<file path="src/rtl/lp_pkg.sv">
package lp_pkg;
  typedef enum logic [1:0] {
    ST_RUN   = 2'd0,
    ST_WAKE  = 2'd1,
    ST_SLP_F = 2'd2,
    ST_SLP_A = 2'd3
  } lp_state_t;

  localparam int GATE_W = 5;
  // bit 0 osc, 1 pll, 2 predivider, 3 rx, 4 tx
  localparam logic [GATE_W-1:0] GATE_OFF  = 5'b00000;
  localparam logic [GATE_W-1:0] GATE_WAKE = 5'b00011;
  localparam logic [GATE_W-1:0] GATE_RUN  = 5'b11111;

  function automatic logic [GATE_W-1:0] gate_of(lp_state_t s);
    case (s)
      ST_RUN:  return GATE_RUN;
      ST_WAKE: return GATE_WAKE;
      default: return GATE_OFF;
    endcase
  endfunction
endpackage

</file>
<file path="src/rtl/lp_pin_watch.sv">
module lp_pin_watch #(
  parameter int NPINS = 4
) (
  input  logic             clk,
  input  logic             rst,
  input  logic [NPINS-1:0] pins,
  output logic             act
);
  logic [NPINS-1:0] prev_q;
  logic [NPINS-1:0] diff;

  always_ff @(posedge clk) begin
    if (rst) prev_q <= '0;
    else     prev_q <= pins;
  end

  genvar g;
  generate
    for (g = 0; g < NPINS; g++) begin : g_diff
      assign diff[g] = pins[g] ^ prev_q[g];
    end
  endgenerate

  assign act = |diff;
endmodule

</file>
<file path="src/rtl/lp_idle_timer.sv">
module lp_idle_timer #(
  parameter int LIMIT = 65536
) (
  input  logic clk,
  input  logic rst,
  input  logic clr,
  input  logic tick,
  output logic done
);
  localparam int CW = $clog2(LIMIT + 1);
  localparam logic [CW-1:0] LIM = CW'(LIMIT);

  logic [CW-1:0] cnt;

  always_ff @(posedge clk) begin
    if (rst || clr)                cnt <= '0;
    else if (tick && cnt != LIM)   cnt <= cnt + 1'b1;
  end

  assign done = (cnt == LIM);


  idle_bound_chk: assert property (@(posedge clk) disable iff (rst)
    cnt <= LIM);


  idle_clear_chk: assert property (@(posedge clk) disable iff (rst)
    clr |=> (cnt == '0));
endmodule

</file>
<file path="src/rtl/lp_stab_timer.sv">
module lp_stab_timer #(
  parameter int CYCLES = 1024
) (
  input  logic clk,
  input  logic rst,
  input  logic run,
  output logic done
);
  localparam int CW = $clog2(CYCLES + 1);
  localparam logic [CW-1:0] LAST = CW'(CYCLES - 1);

  logic [CW-1:0] cnt;

  always_ff @(posedge clk) begin
    if (rst || !run)      cnt <= '0;
    else if (cnt != LAST) cnt <= cnt + 1'b1;
  end

  assign done = run && (cnt == LAST);


  stab_bound_chk: assert property (@(posedge clk) disable iff (rst)
    cnt <= LAST);
endmodule

</file>
<file path="src/rtl/uart_lp_ctrl.sv">
module uart_lp_ctrl
  import lp_pkg::*;
#(
  parameter int IDLE_CHARS  = 65536,
  parameter int STAB_CYCLES = 1024,
  parameter int NPINS       = 4
) (
  input  logic              clk,
  input  logic              rst,
  input  logic              force_sleep,
  input  logic              auto_sleep_en,
  input  logic              ext_clk_sel,
  input  logic              char_tick,
  input  logic              rx_fifo_empty,
  input  logic              tx_fifo_empty,
  input  logic              irq_pending,
  input  logic              fifo_activity,
  input  logic [NPINS-1:0]  mon_pins,
  output logic [GATE_W-1:0] clk_gate_en,
  output logic              clk_ready
);
  lp_state_t st, st_nx;
  logic pin_act, idle_done, stab_done;
  logic eligible, idle_clr, auto_go;

  lp_pin_watch #(.NPINS(NPINS)) u_pins (
    .clk (clk), .rst (rst), .pins (mon_pins), .act (pin_act)
  );

  assign eligible = auto_sleep_en && rx_fifo_empty && tx_fifo_empty && !irq_pending;
  assign idle_clr = !eligible || pin_act || fifo_activity || force_sleep || (st != ST_RUN);
  assign auto_go  = idle_done && !idle_clr;

  lp_idle_timer #(.LIMIT(IDLE_CHARS)) u_idle (
    .clk (clk), .rst (rst), .clr (idle_clr), .tick (char_tick), .done (idle_done)
  );

  lp_stab_timer #(.CYCLES(STAB_CYCLES)) u_stab (
    .clk (clk), .rst (rst), .run (st == ST_WAKE), .done (stab_done)
  );

  always_comb begin
    st_nx = st;
    case (st)
      ST_RUN: begin
        if (force_sleep)  st_nx = ST_SLP_F;
        else if (auto_go) st_nx = ST_SLP_A;
      end
      ST_WAKE: begin
        if (force_sleep)                   st_nx = ST_SLP_F;
        else if (stab_done || ext_clk_sel) st_nx = ST_RUN;
      end
      ST_SLP_F: begin
        if (!force_sleep) st_nx = ST_WAKE;
      end
      default: begin
        if (force_sleep)                      st_nx = ST_SLP_F;
        else if (!auto_sleep_en || pin_act)   st_nx = ST_WAKE;
      end
    endcase
  end

  always_ff @(posedge clk) begin
    if (rst) begin
      st          <= ST_WAKE;
      clk_gate_en <= GATE_WAKE;
      clk_ready   <= 1'b0;
    end else begin
      st          <= st_nx;
      clk_gate_en <= gate_of(st_nx);
      clk_ready   <= (st_nx == ST_RUN);
    end
  end


  forced_off_chk: assert property (@(posedge clk) disable iff (rst)
    force_sleep |=> (clk_gate_en == GATE_OFF && !clk_ready));


  pin_wake_chk: assert property (@(posedge clk) disable iff (rst)
    (st == ST_SLP_A && pin_act && !force_sleep) |=> (clk_gate_en == GATE_WAKE));


  irq_blocks_chk: assert property (@(posedge clk) disable iff (rst)
    (st == ST_RUN && irq_pending && !force_sleep) |=> (clk_gate_en == GATE_RUN));


  ready_after_wake_chk: assert property (@(posedge clk) disable iff (rst)
    $rose(clk_ready) |-> ($past(clk_gate_en) == GATE_WAKE));
endmodule

</file>
<file path="config.mk">
export PLATFORM = sky130hd
export DESIGN_NAME = uart_lp_ctrl
export DESIGN_NICKNAME = d
export VERILOG_FILES = /design/src/rtl/lp_pkg.sv /design/src/rtl/lp_pin_watch.sv /design/src/rtl/lp_idle_timer.sv /design/src/rtl/lp_stab_timer.sv /design/src/rtl/uart_lp_ctrl.sv
export SDC_FILE = /design/constraint.sdc
export NUM_CORES = 1
export LEC_CHECK = 0
export BUFFER_PORTS_ARGS = -buffer_cell sky130_fd_sc_hd__buf_4
export CELL_PAD_IN_SITES_DETAIL_PLACEMENT = 1
export CELL_PAD_IN_SITES_GLOBAL_PLACEMENT = 2
export CORE_UTILIZATION = 34
export DETAILED_ROUTE_END_ITERATION = 10
export GPL_TIMING_DRIVEN = 0
export HOLD_SLACK_MARGIN = 0.03
export PLACE_DENSITY = 0.87
export SLEW_MARGIN = 20
export SYNTH_ARGS = -nofsm -noshare
export SYNTH_HDL_FRONTEND = slang
export SYNTH_SLANG_ARGS = --single-unit
</file>
<file path="constraint.sdc">
create_clock -name clk -period 2.4 [get_ports clk]
set_clock_uncertainty 0.15 [all_clocks]
set_input_delay 0.24 -clock clk [delete_from_list [all_inputs] [get_ports clk]]
set_output_delay 0.24 -clock clk [all_outputs]
set_load 0.01 [all_outputs]
</file>
==> impl_metrics.ini, run 1 <==
[floorplanning]
die_w_um = 71.7
core-area_um2 = 4690
start_util_pct = 35.2
die-area_um2 = 5140
rows = 25
ios = 20
die_y_um = 71.7

[drt]
drc = 0
via_count = 1411
wl_per_cell_um = 13.2
totalWireLength_um = 3550
dr.first_iter.drc_count = 40
drtPass1Iterations = 4
viasPerCell = 5.23
drtAntennaViolNets = 0

[placed_design]
hpwl_um = 2600
placedCellCount = 260
place_congestion = 0.724
port_buffers = 19

[worst_setup_path]
critPathMaxFanout = 10
crit_path_start_kind = input pin
critPathArrivalTime_ns = 2.30
required_ns = 2.47
crit_type = input pin to flip-flop
critPathCaptureType = flip-flop

[clock_network]
cts_buffers = 5
clockRootBuffer = clkbuf_8
clkTransAtPathRegs_ns = 0.07
post-cts-setup-buffers = 0
cts_max_path_buffers = 2
cts_tree = built
clk_latency_ns = 0.29
h-tree-depth = 2
cts_sinks = 36

[global_route]
grt_pass1_vias = 1393
grt_antenna_before_repair = 0
grt_pass1_wl_um = 6170
overflow = 0
grt_max_degree = 11
grt_use_total_pct = 15.2

[layout]
fin_nets = 233
finalNonFillerCells = 270
nFillCells = 568
drive_gt1_share_pct = 15.7
antenna_cells = 0
syn2layout_area_growth_pct = 19.3

[timing]
fin_tns_setup_ns = 0
maxSlewHeadroom_pct = 68.5
finalCritPeriodShare_pct = 93.2
worst_pin_slew_ns = 0.467
setup_viol = 0
rsz0062_at_grt = false
drv_slew = 0
hold_viol = 0
max_freq_mhz = 447
period_needed_ns = 2.24

[pwr]
p_leak_uw = 0.000724
ir_worst_vdd_v = 0.000180
power_density_nw_per_um2 = 560

[logic_synthesis]
synthTopCellsByArea = dfxtp_1, xor2_1, nor2_1, a21oi_1, nand3_1
yosys.cell_count.top_type = dfxtp_1
synth_seq_cells = 36
syn_area_per_cell_um2 = 8.84
synthArstFlopShare_pct = 0
syn_nets = 204
yosysWarnings = 0
synth_cell_types = 36
synth_area_leader_cell = dfxtp_1
ys_seq_area_share_pct = 43.6
synthFlopType = dfxtp_1
netlist_instances = 187
syn_area_um2 = 1650
synth_edf_count = 0
yosys.area.top_type_share_pct = 43.6
synthTopCellsByCount = dfxtp_1, nor2_1, xor2_1

[min_path]
min_path_type = input pin to flip-flop

[run_status]
status = finished clean

[flow_run]
cap_violations = 0
## sequential cells by signal (all words and copies together), names as in the netlist
register       flops
clk_ready          1
u_idle.cnt        17
u_stab.cnt        11
u_pins.prev_q      4
clk_gate_en        1
st                 2
## worst paths after layout
path | startpoint | to | slack, ns | depth (start not counted)
worst min register to register | u_stab.cnt[10] | u_stab.cnt[10] | 0.34 | 1
worst max-delay path | mon_pins[3] | u_idle.cnt[0] | 0.16 | 8
worst max register to register | u_stab.cnt[0] | u_stab.cnt[1] | 0.26 | 6
worst min-delay path | mon_pins[1] | u_pins.prev_q[1] | 0.03 | 2
## where the power goes
group	switching, uW	total (uW)	internal [uW]
combinational	35.4	83.7	48.3
sequential	8.12	616	608
clock	206	404	197
total	250	1100	853
## critical path, cell delays in order
cell and delay, ns:
dlygate4sd3_1 0.55, buf_4 0.14, xnor2_1 0.13, nand3_1 0.14
or4_1 0.52, clkbuf_1 0.22, buf_2 0.25, nor2_1 0.12
## layout make-up
type	count	area (um2)	share of cell area, %
clock buffers	6	72.6	3.68
repair buffers	22	173	8.76
well taps	54	67.6	3.43
inverters	5	18.8	0.952
clock inverters	1	5.00	0.254
flip-flops and latches	36	721	36.5
multi-input cells	138	868	44.0
plain buffers	8	46.3	2.35
## placed cells by master, fill, tap and decap left out, types with 4 or more instances in the layout
master	netlist	final
dfxtp_1	36	36
buf_4	4	23
nor2_1	21	21
xor2_1	13	13
nand3_1	12	12
a21oi_1	12	12
nand2_1	10	10
o21ai_0	9	9
nand4_1	8	8
or3_1	7	7
inv_1	5	5
xnor2_1	5	5
clkbuf_8	0	5
or4_1	4	4
clkbuf_1	4	4
and3_1	4	4
nor2b_1	4	4
## layer usage
metal | GRT usage (%) | vias up | share of wire (%) | routed length [um]
li1 | - | 720 | - | -
met1 | 18.0 | 664 | 49 | 1730
met2 | 26.1 | 22 | 46 | 1640
met3 | 4.64 | 5 | 4.0 | 141
met4 | 5.23 | 0 | 1.3 | 45
met5 | 0 | - | 0 | 0
## kinds of logic (layout without fill, tap and decap cells)
logic type	count (synthesis)	in the layout	synth area share (%)
compound gates	32	32	12.1
xor+xnor	18	18	9.54
fa+ha+maj	3	3	2.27
buf+inv	13	42	3.86
flops	36	36	43.6
mux	2	2	1.21
simple gates	83	83	27.4
## per-stage QoR
stage | setup WS (ns) | hold slack (ns) | power (uW) | cell area, um2 | util (%)
final | 0.164 | 0.0339 | 1100 | 1970 | 42.0
after CTS | 0.0493 | 0.0307 | 1120 | 1970 | 42.0
after detailed placement | 0.255 | 0.324 | 710 | 1860 | 39.7
after floorplan | 0.436 | 0.162 | 669 | 1650 | -
after global placement | 0.284 | 0.319 | 708 | 1860 | 39.7
after global routing | 0.00493 | 0.0350 | 1150 | 1970 | 42.0
## what timing repair did
action,CTS,global route
hold buffers,3,0
gates resized for setup,0,3
endpoints found under the hold margin,4,0
endpoints found under the setup margin,0,10
Note: power is estimated with default switching activity, not from simulation.
==> run 2: changes to the inputs <==
- CORE_UTILIZATION: 34 -> 37
- PLACE_DENSITY: 0.87 -> 0.93
- clock period: 2.4 -> 2.7 ns (I/O delays scaled with it)
==> impl_metrics.ini, run 2 (synthesis gave the netlist of run 1 again) <==
[timing]
worst_pin_slew_ns = 0.455
period_needed_ns = 2.18
hold_viol = 0
setup_ws_ns = 0.524
max_freq_mhz = 460
setup_viol = 0
maxSlewHeadroom_pct = 69.3
drv_slew = 0
fin_tns_setup_ns = 0
finalCritPeriodShare_pct = 80.6
rsz0062_at_grt = false
hold_slack_ns = 0.0586

[floorplanning]
core-area_um2 = 4140
rows = 23
start_util_pct = 39.9
die_w_um = 68.8
ios = 20
die_y_um = 68.8
die-area_um2 = 4740

[placed_design]
port_buffers = 19
hpwl_um = 2910
place_ws_ns = 0.524
place_area_um2 = 1860
place_congestion = 0.779

[worst_setup_path]
cp_top_family = simple AND/OR/NAND/NOR gates
crit_path_start_kind = flip-flop
slowest_delay_ns = 0.58
path_buf_inv = 1
critPathArrivalTime_ns = 2.26
required_ns = 2.78
critPathMaxFanout = 3
path_cells = inv_1 > ha_1 > or4bb_1 > or4_4 > o21ai_2 > and3_1
reg2reg_from = u_idle.cnt[0]
startpoint = u_idle.cnt[0]
critPathCaptureType = flip-flop
crit_type = flip-flop to flip-flop
cp_slowest_cell = or4_4

[layout]
nFillCells = 496
top_register = u_idle.cnt
fin_nets = 230
antenna_cells = 0
stdcell_area_um2 = 1970
biggestRegsByFlops = u_idle.cnt x17, u_stab.cnt x11, u_pins.prev_q x4
most-common-layout-cells = dfxtp_1, buf_4, nor2_1
largest_register_ffs = 17
syn2layout_area_growth_pct = 18.9
drive_gt1_share_pct = 15.9
final_common_cell = dfxtp_1

[drt]
drc = 0
totalWireLength_um = 3810
dr.first_iter.drc_count = 29
viasPerCell = 5.35
drtAntennaViolNets = 0
wl_per_cell_um = 14.4
via_count = 1413
drtPass1Iterations = 2

[global_route]
overflow = 0
grt_use_total_pct = 18.5
grt_max_degree = 12
grt_pass1_vias = 1452
grt_pass1_wl_um = 6400
grt_antenna_before_repair = 0

[clock_network]
postCtsHoldBufs = 0
h-tree-depth = 2
clockRootBuffer = clkbuf_8
cts_resized = 0
cts_sinks = 36
clk_latency_ns = 0.29
cts_buffers = 5
clkTransAtPathRegs_ns = 0.07
cts_tree = built
post-cts-setup-buffers = 0
cts_max_path_buffers = 2

[flow_run]
cap_violations = 0

[pwr]
ir_worst_vdd_v = 0.000227
power_density_nw_per_um2 = 550
p_total_uw = 1080
p_leak_uw = 0.000723

[min_path]
hp-start = rst
min_path_type = input pin to flip-flop

[run_status]
status = finished clean
run 2: area by class of cell:
type / count / area [um2] / area share, %
multi-input combinational: 138 / 868 / 44.2
clock inverter: 2 / 35.0 / 1.78
buffer: 8 / 45.0 / 2.29
sequential: 36 / 721 / 36.7
tap: 50 / 62.6 / 3.18
inverter: 5 / 18.8 / 0.955
timing repair buffer: 19 / 143 / 7.26
clock buffer: 6 / 72.6 / 3.69
run 2: where the power goes:
group / total (uW) / internal [uW] / switching [uW]
Clock: 463 / 274 / 189
Sequential: 548 / 540 / 7.57
Combinational: 71.0 / 40.1 / 30.9
run 2: worst paths after layout:
check	end	slack, ns	depth (start not counted)
max	st[1]	0.52	6
min	u_pins.prev_q[3]	0.06	2
max reg2reg	st[1]	0.52	6
min reg2reg	u_stab.cnt[10]	0.35	1
run 2: worst register-to-register path, stage by stage, from the launching register on:
cell,delay (ns)
dfxtp_1,0.32
inv_1,0.09
ha_1,0.17
or4bb_1,0.47
or4_4,0.58
o21ai_2,0.18
and3_1,0.16
run 2: metal layers:
layer  part of all wire (%)  vias to the layer above  GRT usage, %
met1                     46                      665          20.2
met3                    4.4                        8          5.26
met2                     48                       26          33.5
li1                       -                      714             -
met4                    1.6                        0          7.14
met5                      0                        -             0
run 2: through the flow:
step,utilization (%),instances
2_1_floorplan,-,187
3_3_place_gp,44.8,256
3_5_place_dp,44.8,256
4_1_cts,47.4,264
5_1_grt,47.4,264
6_report,47.4,264
==> run 3: changes to the inputs <==
- CORE_UTILIZATION: 37 -> 31
- PLACE_DENSITY: 0.93 -> 0.84
- clock period: 2.7 -> 2 ns (I/O delays scaled with it)
==> impl_metrics.ini, run 3 (synthesis gave the netlist of run 1 again) <==
[layout]
final_common_cell = dfxtp_1
syn2layout_area_growth_pct = 29.6
seqCellArea_um2 = 723
fin_util_pct = 41.9
drive_gt1_share_pct = 22.0
largest_register_ffs = 17
biggestRegsByFlops = u_idle.cnt x17, u_stab.cnt x11, u_pins.prev_q x4
nFillCells = 617
stdcell_area_um2 = 2140
fin_nets = 239
antenna_cells = 0
top_register = u_idle.cnt
most-common-layout-cells = dfxtp_1, buf_4, nor2_1
multi_input_area_um2 = 907

[drt]
totalWireLength_um = 3700
wl_met3_um = 109
viasPerCell = 4.90
m1WireLength_um = 1690
drtAntennaViolNets = 0
via_count = 1435
wl_per_cell_um = 12.6
drc = 0
top_layer = met4
drtPass1Iterations = 3
dr.first_iter.drc_count = 47
wl_met2_um = 1850

[pwr]
ir_worst_vdd_v = 0.000332
power_density_nw_per_um2 = 720
p_leak_uw = 0.000790

[floorplanning]
rows = 26
die-area_um2 = 5630
die_y_um = 75.0
core-area_um2 = 5110
ios = 20
start_util_pct = 32.4
die_w_um = 75.0

[worst_setup_path]
rr_worst_depth = 6
cp-endpoint = st[1]
critPathCaptureType = flip-flop
slowest_delay_ns = 0.57
path_depth = 6
path_cells = inv_2 > ha_4 > or4bb_4 > or4_4 > o21ai_4 > and3_1
reg2reg_from = u_idle.cnt[0]
crit_path_start_kind = flip-flop
crit_type = flip-flop to flip-flop
r2r-end = st[1]
required_ns = 2.09
reg2reg_slack_ns = -0.04
path_buf_inv = 1
startpoint = u_idle.cnt[0]
critPathArrivalTime_ns = 2.12
critPathMaxFanout = 3
cp_top_family = simple AND/OR/NAND/NOR gates
cp_slowest_cell = or4_4

[placed_design]
hpwl_um = 2590
place_area_um2 = 1880
place_ws_ns = -0.140
port_buffers = 19
place_congestion = 0.702

[clock_network]
h-tree-depth = 2
cts_sinks = 36
clkTransAtPathRegs_ns = 0.07
cts_buffers = 5
clockRootBuffer = clkbuf_8
clk_latency_ns = 0.29
cts_tree = built
cts_max_path_buffers = 2

[run_status]
status = finished with violations
violations = negative setup slack

[min_path]
min_path_type = input pin to flip-flop
hold_path_depth = 3

[global_route]
grt_antenna_before_repair = 0
grt_use_total_pct = 14.3
overflow = 0
grt_pass1_vias = 1338
grt_max_degree = 12
grt_pass1_wl_um = 5980

[timing]
rsz0062_at_grt = true
max_freq_mhz = 491
period_needed_ns = 2.04
setup_ws_ns = -0.0374
setup_viol = 4
hold_viol = 0
worst_pin_slew_ns = 0.435
finalCritPeriodShare_pct = 102
drv_slew = 0
maxSlewHeadroom_pct = 70.7

[flow_run]
cap_violations = 0
==> run 3: cell type report <==
cell class / instances / area share [%]
inverter: 5 / 0.876
sequential: 36 / 33.8
multi-input combinational: 138 / 42.3
clock buffer: 7 / 4.50
clock inverter: 1 / 1.40
timing repair buffer: 29 / 10.7
buffer: 7 / 2.28
tap: 70 / 4.09
==> run 3: how the worst min path moves through the flow <==
stage / from / endpoint / slack [ns]
after floorplan: rst / u_pins.prev_q[0] / 0.12
after global placement: mon_pins[3] / u_pins.prev_q[3] / 0.28
after detailed placement: mon_pins[1] / u_pins.prev_q[1] / 0.29
after CTS: char_tick / u_idle.cnt[1] / 0.06
after global routing: char_tick / u_idle.cnt[1] / 0.07
final: char_tick / u_idle.cnt[1] / 0.07
==> run 3: layer usage <==
layer	vias to the layer above	global-route usage [%]
li1	733	-
met1	683	17.2
met2	14	24.2
met3	5	4.02
met4	0	5.03
met5	-	0
==> run 3: tightest hold or removal path, delay by kind of cell <==
kind | cells | cell delay (ns)
buffers and inverters | 1 | 0.13
AO/OA/AOI/OAI | 1 | 0.06
AND/OR/NAND/NOR | 1 | 0.07
==> run 3: power breakdown <==
group / switching [uW] / total (uW) / internal (uW)
clock network: 259 / 699 / 440
logic: 43.7 / 105 / 61.3
registers: 9.76 / 739 / 729
total: 313 / 1540 / 1230
==> run 3: through the flow <==
step | hold slack [ns] | setup TNS, ns | std cells | power (uW)
6_report | 0.0710 | -0.0917 | 293 | 1540
5_1_grt | 0.0687 | -1.18 | 293 | 1620
4_1_cts | 0.0602 | -0.277 | 293 | 1570
3_5_place_dp | 0.287 | -1.92 | 276 | 852
3_3_place_gp | 0.279 | -1.71 | 276 | 851
2_1_floorplan | 0.122 | 0 | 187 | 803
==> run 3: timing repair <==
action | CTS | global route
hold buffers | 5 | 0
buffers inserted | 4 | 1
resized for setup | 11 | 5
setup endpoints to repair | 21 | 25
hold endpoints to repair | 4 | 0
pin swaps | 6 | 2
